## config.mk

```make
export PLATFORM = sky130hd
export DESIGN_NAME = retire_fingerprint
export DESIGN_NICKNAME = d
export VERILOG_FILES = /design/src/rtl/fp_pkg.sv /design/src/rtl/fp_field_sel.sv /design/src/rtl/fp_crc_fold.sv /design/src/rtl/fp_sig_reg.sv /design/src/rtl/retire_fingerprint.sv
export SDC_FILE = /design/constraint.sdc
export NUM_CORES = 1
export LEC_CHECK = 0
export BUFFER_PORTS_ARGS = -buffer_cell sky130_fd_sc_hd__clkbuf_2
export CAP_MARGIN = 25
export CORE_MARGIN = 3
export CORE_UTILIZATION = 30
export DETAILED_ROUTE_END_ITERATION = 12
export GPL_TIMING_DRIVEN = 0
export HOLD_SLACK_MARGIN = 0.02
export PLACE_DENSITY_LB_ADDON = 0.3
export SLEW_MARGIN = 40
export SYNTH_ARGS = -nofsm -noshare
export SYNTH_HDL_FRONTEND = slang
export SYNTH_SLANG_ARGS = --single-unit
export TNS_END_PERCENT = 30
```

## constraint.sdc

```tcl
create_clock -name clk -period 13.25 [get_ports clk]
set_clock_uncertainty 0.1 [all_clocks]
set_input_delay 1.325 -clock clk [delete_from_list [all_inputs] [get_ports clk]]
set_output_delay 1.325 -clock clk [all_outputs]
set_load 0.01 [all_outputs]
```

## src/rtl/fp_pkg.sv

```systemverilog
package fp_pkg;
  localparam int NUM_FIELDS = 3;
  // Slot order is the folding order within a record.
  typedef enum logic [1:0] {
    SLOT_RESULT = 2'd0,
    SLOT_ADDR   = 2'd1,
    SLOT_STDATA = 2'd2
  } slot_e;
endpackage

```

## src/rtl/fp_field_sel.sv

```systemverilog
module fp_field_sel
  import fp_pkg::*;
#(
  parameter int DATA_W  = 64,
  parameter int ADDR_W  = 48,
  parameter int FIELD_W = 64
) (
  input  logic                                  has_result,
  input  logic                                  is_mem,
  input  logic                                  is_store,
  input  logic [DATA_W-1:0]                     result,
  input  logic [ADDR_W-1:0]                     addr,
  input  logic [DATA_W-1:0]                     st_data,
  output logic [NUM_FIELDS-1:0]                 fld_en,
  output logic [NUM_FIELDS-1:0][FIELD_W-1:0]    fld_word
);
  always_comb begin
    fld_en = '0;
    fld_word = '0;
    fld_en[SLOT_RESULT]   = has_result;
    fld_word[SLOT_RESULT] = FIELD_W'(result);
    fld_en[SLOT_ADDR]     = is_mem;
    fld_word[SLOT_ADDR]   = FIELD_W'(addr);
    fld_en[SLOT_STDATA]   = is_mem & is_store;
    fld_word[SLOT_STDATA] = FIELD_W'(st_data);
  end
endmodule

```

## src/rtl/fp_crc_fold.sv

```systemverilog
module fp_crc_fold #(
  parameter int          CRC_W   = 16,
  parameter int          FIELD_W = 64,
  parameter logic [15:0] POLY    = 16'h1021
) (
  input  logic               en,
  input  logic [CRC_W-1:0]   crc_in,
  input  logic [FIELD_W-1:0] word,
  output logic [CRC_W-1:0]   crc_out
);
  localparam int DIV_W = FIELD_W + CRC_W;
  localparam logic [DIV_W-1:0] GEN = DIV_W'({1'b1, POLY[CRC_W-1:0]});

  // Remainder of (crc * x^FIELD_W + word * x^CRC_W) modulo the generator.
  function automatic logic [CRC_W-1:0] remainder(input logic [CRC_W-1:0] c,
                                                 input logic [FIELD_W-1:0] w);
    logic [DIV_W-1:0] v;
    v = {w, {CRC_W{1'b0}}} ^ {c, {FIELD_W{1'b0}}};
    for (int i = DIV_W - 1; i >= CRC_W; i--) begin
      if (v[i]) v = v ^ (GEN << (i - CRC_W));
    end
    return v[CRC_W-1:0];
  endfunction

  always_comb crc_out = en ? remainder(crc_in, word) : crc_in;
endmodule

```

## src/rtl/fp_sig_reg.sv

```systemverilog
module fp_sig_reg #(
  parameter int          CRC_W = 16,
  parameter logic [15:0] INIT  = 16'hFFFF
) (
  input  logic             clk,
  input  logic             rst_n,
  input  logic             close,
  input  logic [CRC_W-1:0] crc_nxt,
  output logic [CRC_W-1:0] crc_q,
  output logic             ready,
  output logic             fp_valid,
  output logic [CRC_W-1:0] fp_value
);
  always_ff @(posedge clk) begin
    if (!rst_n) begin
      crc_q    <= INIT[CRC_W-1:0];
      ready    <= 1'b0;
      fp_valid <= 1'b0;
      fp_value <= '0;
    end else begin
      ready    <= 1'b1;
      fp_valid <= close;
      if (close) begin
        fp_value <= crc_nxt;
        crc_q    <= INIT[CRC_W-1:0];
      end else begin
        crc_q    <= crc_nxt;
      end
    end
  end
endmodule

```

## src/rtl/retire_fingerprint.sv

```systemverilog
module retire_fingerprint
  import fp_pkg::*;
#(
  parameter int          DATA_W  = 64,
  parameter int          ADDR_W  = 48,
  parameter int          FIELD_W = 64,
  parameter int          CRC_W   = 16,
  parameter logic [15:0] POLY    = 16'h1021,
  parameter logic [15:0] INIT    = 16'hFFFF
) (
  input  logic              clk,
  input  logic              rst_n,
  input  logic              upd_valid,
  output logic              upd_ready,
  input  logic              upd_has_result,
  input  logic [DATA_W-1:0] upd_result,
  input  logic              upd_is_mem,
  input  logic              upd_is_store,
  input  logic [ADDR_W-1:0] upd_addr,
  input  logic [DATA_W-1:0] upd_store_data,
  input  logic              close_strobe,
  output logic              fp_valid,
  output logic [CRC_W-1:0]  fp_value
);
  logic                               take;
  logic [NUM_FIELDS-1:0]              fld_en;
  logic [NUM_FIELDS-1:0][FIELD_W-1:0] fld_word;
  logic [NUM_FIELDS:0][CRC_W-1:0]     chain;
  logic [CRC_W-1:0]                   crc_q;

  assign take = upd_valid & upd_ready;

  fp_field_sel #(.DATA_W(DATA_W), .ADDR_W(ADDR_W), .FIELD_W(FIELD_W)) u_sel (
    .has_result (upd_has_result),
    .is_mem     (upd_is_mem),
    .is_store   (upd_is_store),
    .result     (upd_result),
    .addr       (upd_addr),
    .st_data    (upd_store_data),
    .fld_en     (fld_en),
    .fld_word   (fld_word)
  );

  assign chain[0] = crc_q;

  for (genvar g = 0; g < NUM_FIELDS; g++) begin : g_fold
    fp_crc_fold #(.CRC_W(CRC_W), .FIELD_W(FIELD_W), .POLY(POLY)) u_fold (
      .en      (take & fld_en[g]),
      .crc_in  (chain[g]),
      .word    (fld_word[g]),
      .crc_out (chain[g+1])
    );
  end

  fp_sig_reg #(.CRC_W(CRC_W), .INIT(INIT)) u_reg (
    .clk      (clk),
    .rst_n    (rst_n),
    .close    (close_strobe),
    .crc_nxt  (chain[NUM_FIELDS]),
    .crc_q    (crc_q),
    .ready    (upd_ready),
    .fp_valid (fp_valid),
    .fp_value (fp_value)
  );
endmodule

```

==> results.sh, run 1 <==
export IMPL_place_congestion=0.8566
export IMPL_ys_async_sr_fraction_pct=0
export IMPL_drt_wl_total_um=31070
export IMPL_hpwl_um=27830
export IMPL_nets=1246
export IMPL_num_rows=68
export IMPL_die_w_um=195.9
export IMPL_synth_area_leaders="xnor3_1 33%, xnor2_1 21%, xor2_1 8.5%, xor3_1 6.6%, dfxtp_1 6.3%"
export IMPL_start_util_pct=30.85
export IMPL_cp_arrival_ps=12590
export IMPL_startpoint_type="input pin"
export IMPL_finalSetupViolCount=0
export IMPL_syn_inst=858
export IMPL_cts_buffers=5
export IMPL_end_kind="flop"
export IMPL_cts_tree="built"
export IMPL_reg2reg_slack_ps=1470
export IMPL_synth_most_common_cell="xnor2_1"
export IMPL_coreArea_sq_um=35050
export IMPL_status="complete, no violations"
export IMPL_pin_count=201
export IMPL_num_antenna_cells=0
export IMPL_antenna_left=0
export IMPL_grt_overflow=0
export IMPL_worstMarginPinSlew_ps=812.5
export IMPL_path_buf_inv=1
export IMPL_numPortBuffers=198
export IMPL_slowest_delay_ps=690
export IMPL_dieArea_sq_um=38360
export IMPL_synth_area_sq_um=10810
export IMPL_cts_resized=0
export IMPL_worstPathMaxFanout=5
export IMPL_firstDrtPassIters=4
export IMPL_grt_pass1_vias=7207
export IMPL_ys_seq_area_share_pct=6.294
export IMPL_maxCapViolations=0
export IMPL_avgSynthCellArea_sq_um=12.60
export IMPL_fin_crit_sh_pct=94.48
export IMPL_worstSetupPathType="in -> reg"
export IMPL_clk_latency_ps=270
export IMPL_critPathSlowestCell="xnor2_1"
export IMPL_ctsHoldBuffers=0
export IMPL_hold_path_class="reg -> reg"
export IMPL_drtIter0Drc=315
export IMPL_track_usage_pct=15.86
export IMPL_critPathTopFamily="XOR/XNOR gates"
export IMPL_clk_path_buf_depth=2
export IMPL_min_period_ps=12520
export IMPL_maxSlewViolCount=0
export IMPL_synth_edf_count=0
export IMPL_ys_seq_elements=34
export IMPL_crit_required_ps=13320
export IMPL_grt_pass1_wl_um=45550
export IMPL_netlist_area_leader_share_pct=33.11
export IMPL_yosysWarnings=0
export IMPL_synth_top_cell_by_area="xnor3_1"
export IMPL_synth_commonest_cells="262 x xnor2_1, 159 x xnor3_1, 105 x xor2_1"
export IMPL_postCtsSetupRepairBufs=0
export IMPL_finalSetupTns_ps=0
export IMPL_grt_setup_unrepaired="no"
export IMPL_ys_types=46
export IMPL_drcViolationCount=0
export IMPL_antenna_found_initial=1
export IMPL_via_count=6691
export IMPL_cts_root_buf="clkbuf_16"
export IMPL_grt_max_degree=11
export IMPL_max_freq_mhz=79.88
export IMPL_cts_sinks=34
export IMPL_layout_drive_gt1_share_pct=28.10
export IMPL_area_growth_pct=15.97
export IMPL_ys_flop_type="dfxtp_1"
export IMPL_syn_nets=1041
export IMPL_hold_viol=0
export IMPL_h_tree_depth=2
export IMPL_clk_pin_slew_ps=50
export IMPL_post_drt_wl_per_cell_um=20.45
export IMPL_die_h_um=195.9
export IMPL_timing_slew_headroom_pct=45.44
export IMPL_via_per_inst=4.405
==> layout by cell type (no fill, tap or decap), types with 19 or more instances in the layout <==
master | synthesis | routed
xnor2_1 | 262 | 262
clkbuf_2 | 0 | 198
xnor3_1 | 159 | 159
xor2_1 | 105 | 105
xnor2_2 | 34 | 34
dfxtp_1 | 34 | 34
nand2_1 | 33 | 33
xor3_1 | 30 | 30
a21oi_1 | 27 | 27
nor2_1 | 19 | 19
xnor3_2 | 19 | 19
==> worst min-delay path, cell delays in order, from the launching register on <==
cell and delay (ps):
dfxtp_1 330, nand2_1 50, o21ai_0 50
==> stage by stage <==
step / utilization, % / setup slack [ps] / cells / hold WS (ps) / cell area, sq um
after floorplan: - / 2134 / 858 / 385.5 / 10810
after global placement: 35.30 / 386.5 / 1511 / 341.7 / 12370
after detailed placement: 35.30 / 422.2 / 1511 / 352.2 / 12370
after CTS: 35.78 / 621.4 / 1519 / 364.7 / 12540
after global routing: 35.78 / 171.9 / 1519 / 397.7 / 12540
final: 35.78 / 731.0 / 1519 / 359.6 / 12540
==> kinds of logic after synthesis <==
| family | count (synthesis) | synth area share [%] |
|---|---|---|
| XOR/XNOR | 631 | 83.20 |
| AND/OR/NAND/NOR | 76 | 3.228 |
| AO/OA/AOI/OAI | 79 | 4.721 |
| buffers and inverters | 22 | 0.7752 |
| multiplexers | 16 | 1.782 |
| flip-flops | 34 | 6.294 |
==> metal layers <==
| layer | part of all wire, % | up-vias | track usage (%) |
|---|---|---|---|
| met1 | 44 | 3213 | 21.00 |
| met3 | 3.7 | 11 | 1.374 |
| li1 | - | 3308 | - |
| met5 | 0.064 | - | 0 |
| met2 | 52 | 157 | 29.24 |
| met4 | 0.62 | 2 | 1.532 |
==> layout make-up <==
cell class              instances  area, sq um
plain buffers                  17        65.06
inverters                       5        18.77
fillers                      3537        22510
repair buffers                198        991.0
multi-input cells             802        10050
flip-flops and latches         34        680.7
well taps                     455        569.3
clock buffers                   8        166.4
==> state kept, by name (all words and copies together), names as in the netlist <==
| signal | cells |
|---|---|
| u_reg.fp_valid | 1 |
| u_reg.ready | 1 |
| u_reg.fp_value | 16 |
| u_reg.crc_q | 16 |
==> worst paths after layout <==
kind | from | to | cells past startpoint
max | upd_result[62] | u_reg.fp_value[5] | 29
min reg2reg | u_reg.fp_value[9] | u_reg.fp_value[9] | 2
min | u_reg.fp_value[9] | u_reg.fp_value[9] | 2
max reg2reg | u_reg.crc_q[9] | u_reg.fp_value[5] | 28
Power of run 1 is left out: the tool's default activity adds up to more than one toggle a clock period on the data nets, which glitch-free logic cannot reach.
==> run 2: changes to the inputs <==
- SYNTH_HIERARCHICAL: unset -> 1
==> run 2 against run 1 <==
Compared with the run above: utilization up 1.6 points; worst setup slack got worse by 320 ps; critical path depth increased by 9; fmax shrank 2.5%; register-to-register slack lost 380 ps; wire length shrank 6.0%; first-iteration DRC count is 38% lower; worst hold slack improved by 58 ps; final cell count rose by 2.3%; critical path type unchanged.
==> results.sh, run 2 <==
export IMPL_status="complete, no violations"
export IMPL_holdWs_ps=418.0
export IMPL_yosysWarnings=6
export IMPL_maxSlewViolCount=0
export IMPL_netlist_area_leader_share_pct=21.27
export IMPL_fin_crit_sh_pct=96.90
export IMPL_r2r_start="u_reg/crc_q[14]"
export IMPL_grt_pass1_wl_um=42510
export IMPL_ys_types=27
export IMPL_hpwl_um=25940
export IMPL_worstMarginPinSlew_ps=675.1
export IMPL_grt_pass1_vias=6844
export IMPL_clk_pin_slew_ps=50
export IMPL_layout_cells_most_common_list="247 x buf_4, 203 x xnor2_1, 83 x xor2_1, 70 x xnor3_1, 65 x xnor2_2"
export IMPL_critPathSlowestCell="xnor3_2"
export IMPL_end_kind="flop"
export IMPL_startpoint_type="input pin"
export IMPL_crit_required_ps=13320
export IMPL_die_h_um=201.2
export IMPL_layout_drive_gt1_share_pct=48.67
export IMPL_busiest_layer="met2"
export IMPL_num_rows=70
export IMPL_start_util_pct=30.86
export IMPL_antenna_left=0
export IMPL_r2r_end="u_reg/fp_value[6]"
export IMPL_grt_setup_unrepaired="yes"
export IMPL_place_congestion=0.8604
export IMPL_worstSetupPathType="in -> reg"
export IMPL_numPortBuffers=22
export IMPL_critPathTopFamily="XOR/XNOR gates"
export IMPL_cts_buffers=5
export IMPL_avgSynthCellArea_sq_um=12.04
export IMPL_drcViolationCount=0
export IMPL_via_per_inst=3.979
export IMPL_hold_viol=0
export IMPL_synth_edf_count=0
export IMPL_largest_registers="u_reg/crc_q: 16 flops, u_reg/fp_value: 16 flops"
export IMPL_cts_sinks=34
export IMPL_ys_seq_elements=34
export IMPL_drt_wl_total_um=29200
export IMPL_clk_path_buf_depth=2
export IMPL_synth_top_cell_by_area="xnor3_1"
export IMPL_met2_usage_pct=25.61
export IMPL_pin_count=201
export IMPL_cp_depth=38
export IMPL_syn_inst=950
export IMPL_min_period_ps=12840
export IMPL_coreArea_sq_um=37050
export IMPL_gr_usage_met1_pct=18.08
export IMPL_path_buf_inv=4
export IMPL_finalSetupViolCount=0
export IMPL_cpMostUsedCell="xnor3_2"
export IMPL_drtIter0Drc=195
export IMPL_cts_root_buf="clkbuf_16"
export IMPL_grt_max_degree=13
export IMPL_cp_startpoint="upd_result[59]"
export IMPL_synth_most_common_cell="xnor2_1"
export IMPL_worstPathMaxFanout=5
export IMPL_track_usage_pct=13.99
export IMPL_slowest_delay_ps=530
export IMPL_cp_arrival_ps=12910
export IMPL_post_drt_wl_per_cell_um=18.79
export IMPL_die_w_um=201.2
export IMPL_endpoint="u_reg/fp_value[6]"
export IMPL_synth_area_leaders="xnor3_1 21%, xnor2_1 20%, buf_4 13%, xor3_1 12%, xor2_1 7.4%"
export IMPL_antenna_found_initial=0
export IMPL_nets=1232
export IMPL_clk_latency_ps=270
export IMPL_num_antenna_cells=0
export IMPL_dieArea_sq_um=40490
export IMPL_timing_slew_headroom_pct=54.99
export IMPL_h_tree_depth=2
export IMPL_cts_tree="built"
export IMPL_rr_worst_depth=37
export IMPL_synth_area_sq_um=11430
export IMPL_grt_overflow=0
export IMPL_maxCapViolations=0
export IMPL_firstDrtPassIters=4
export IMPL_synth_commonest_cells="264 x xnor2_1, 194 x buf_4, 108 x xnor3_1"
export IMPL_grt_met3_usage_pct=1.569
export IMPL_hold_path_class="reg -> reg"
export IMPL_fill_cells=3608
export IMPL_layout_commonest_cell="buf_4"
export IMPL_ys_async_sr_fraction_pct=0
export IMPL_via_count=6183
export IMPL_ys_seq_area_share_pct=5.953
export IMPL_ys_flop_type="dfxtp_1"
export IMPL_max_freq_mhz=77.88
export IMPL_area_growth_pct=21.26
export IMPL_reg2reg_slack_ps=1090
-- run 2: cell types whose count changed in the layout (fill, tap and decap cells not counted), moves of 33 or more --
cell	before	now
nand2_1	33	0
xnor2_1	262	203
buf_4	0	247
clkbuf_2	198	22
xnor3_2	19	53
xnor3_1	159	70
-- run 2: repair_timing --
action | 4_1_cts | 5_1_grt
setup endpoints to repair | 32 | 30
pin swaps | 33 | 35
setup buffers | 29 | 26
resized for setup | 90 | 62
hold buffers | 0 | 0
-- run 2: kinds of logic after synthesis --
logic type             after synthesis  synth area share (%)
AO/OA/AOI/OAI                       12                0.5253
XOR/XNOR                           591                 72.32
buffers and inverters              210                 13.53
flip-flops                          34                 5.953
multiplexers                        52                 4.881
other                                1               0.03280
AND/OR/NAND/NOR                     50                 2.758
-- run 2: routing by layer --
| layer | wire length (um) | vias up |
|---|---|---|
| met5 | 0 | - |
| met4 | 420 | 0 |
| met3 | 1465 | 22 |
| met2 | 14900 | 156 |
| met1 | 12410 | 2929 |
| li1 | - | 3076 |
-- run 2: area by class of cell --
cell class                      count  area (sq um)  area share, %
Clock inverter                      3         68.82         0.4963
Clock buffer                        5         125.1         0.9024
Buffer                            204          1524          10.99
Multi-Input combinational cell    721         10260          74.04
Inverter                            6         22.52         0.1624
Timing Repair Buffer               77         548.0          3.953
Tap cell                          504         630.6          4.548
Sequential cell                    34         680.7          4.909
-- run 2: stage by stage --
stage | std cells | setup TNS, ps | setup WS (ps) | area (sq um) | utilization, %
after floorplan | 965 | 0 | 14.96 | 11520 | -
after global placement | 1491 | -42550 | -1742 | 12270 | 33.11
after detailed placement | 1491 | -42450 | -1733 | 12270 | 33.11
after CTS | 1528 | -16.13 | -16.13 | 13270 | 35.82
after global routing | 1554 | -61.12 | -47.11 | 13860 | 37.42
final | 1554 | 0 | 410.5 | 13860 | 37.42
-- run 2: worst min path at each step --
stage                       startpoint            endpoint  slack (ps)  depth (start not counted)
floorplan            u_reg/fp_value[0]   u_reg/fp_value[0]         440                          2
global placement     u_reg/fp_value[3]   u_reg/fp_value[3]         400                          2
detailed placement  u_reg/fp_value[10]  u_reg/fp_value[10]         410                          2
CTS                 u_reg/fp_value[10]  u_reg/fp_value[10]         420                          2
global route         u_reg/fp_value[8]   u_reg/fp_value[8]         450                          2
finish              u_reg/fp_value[10]  u_reg/fp_value[10]         420                          2
-- run 2: worst register-to-register path: cells and delay by family (launching register included) --
family	cells	cell delay, ps
mux	3	840
buf+inv	3	510
compound gates	1	140
simple gates	1	60
flops	1	560
xor+xnor	29	9860
Power of run 2 is left out for the same reason.
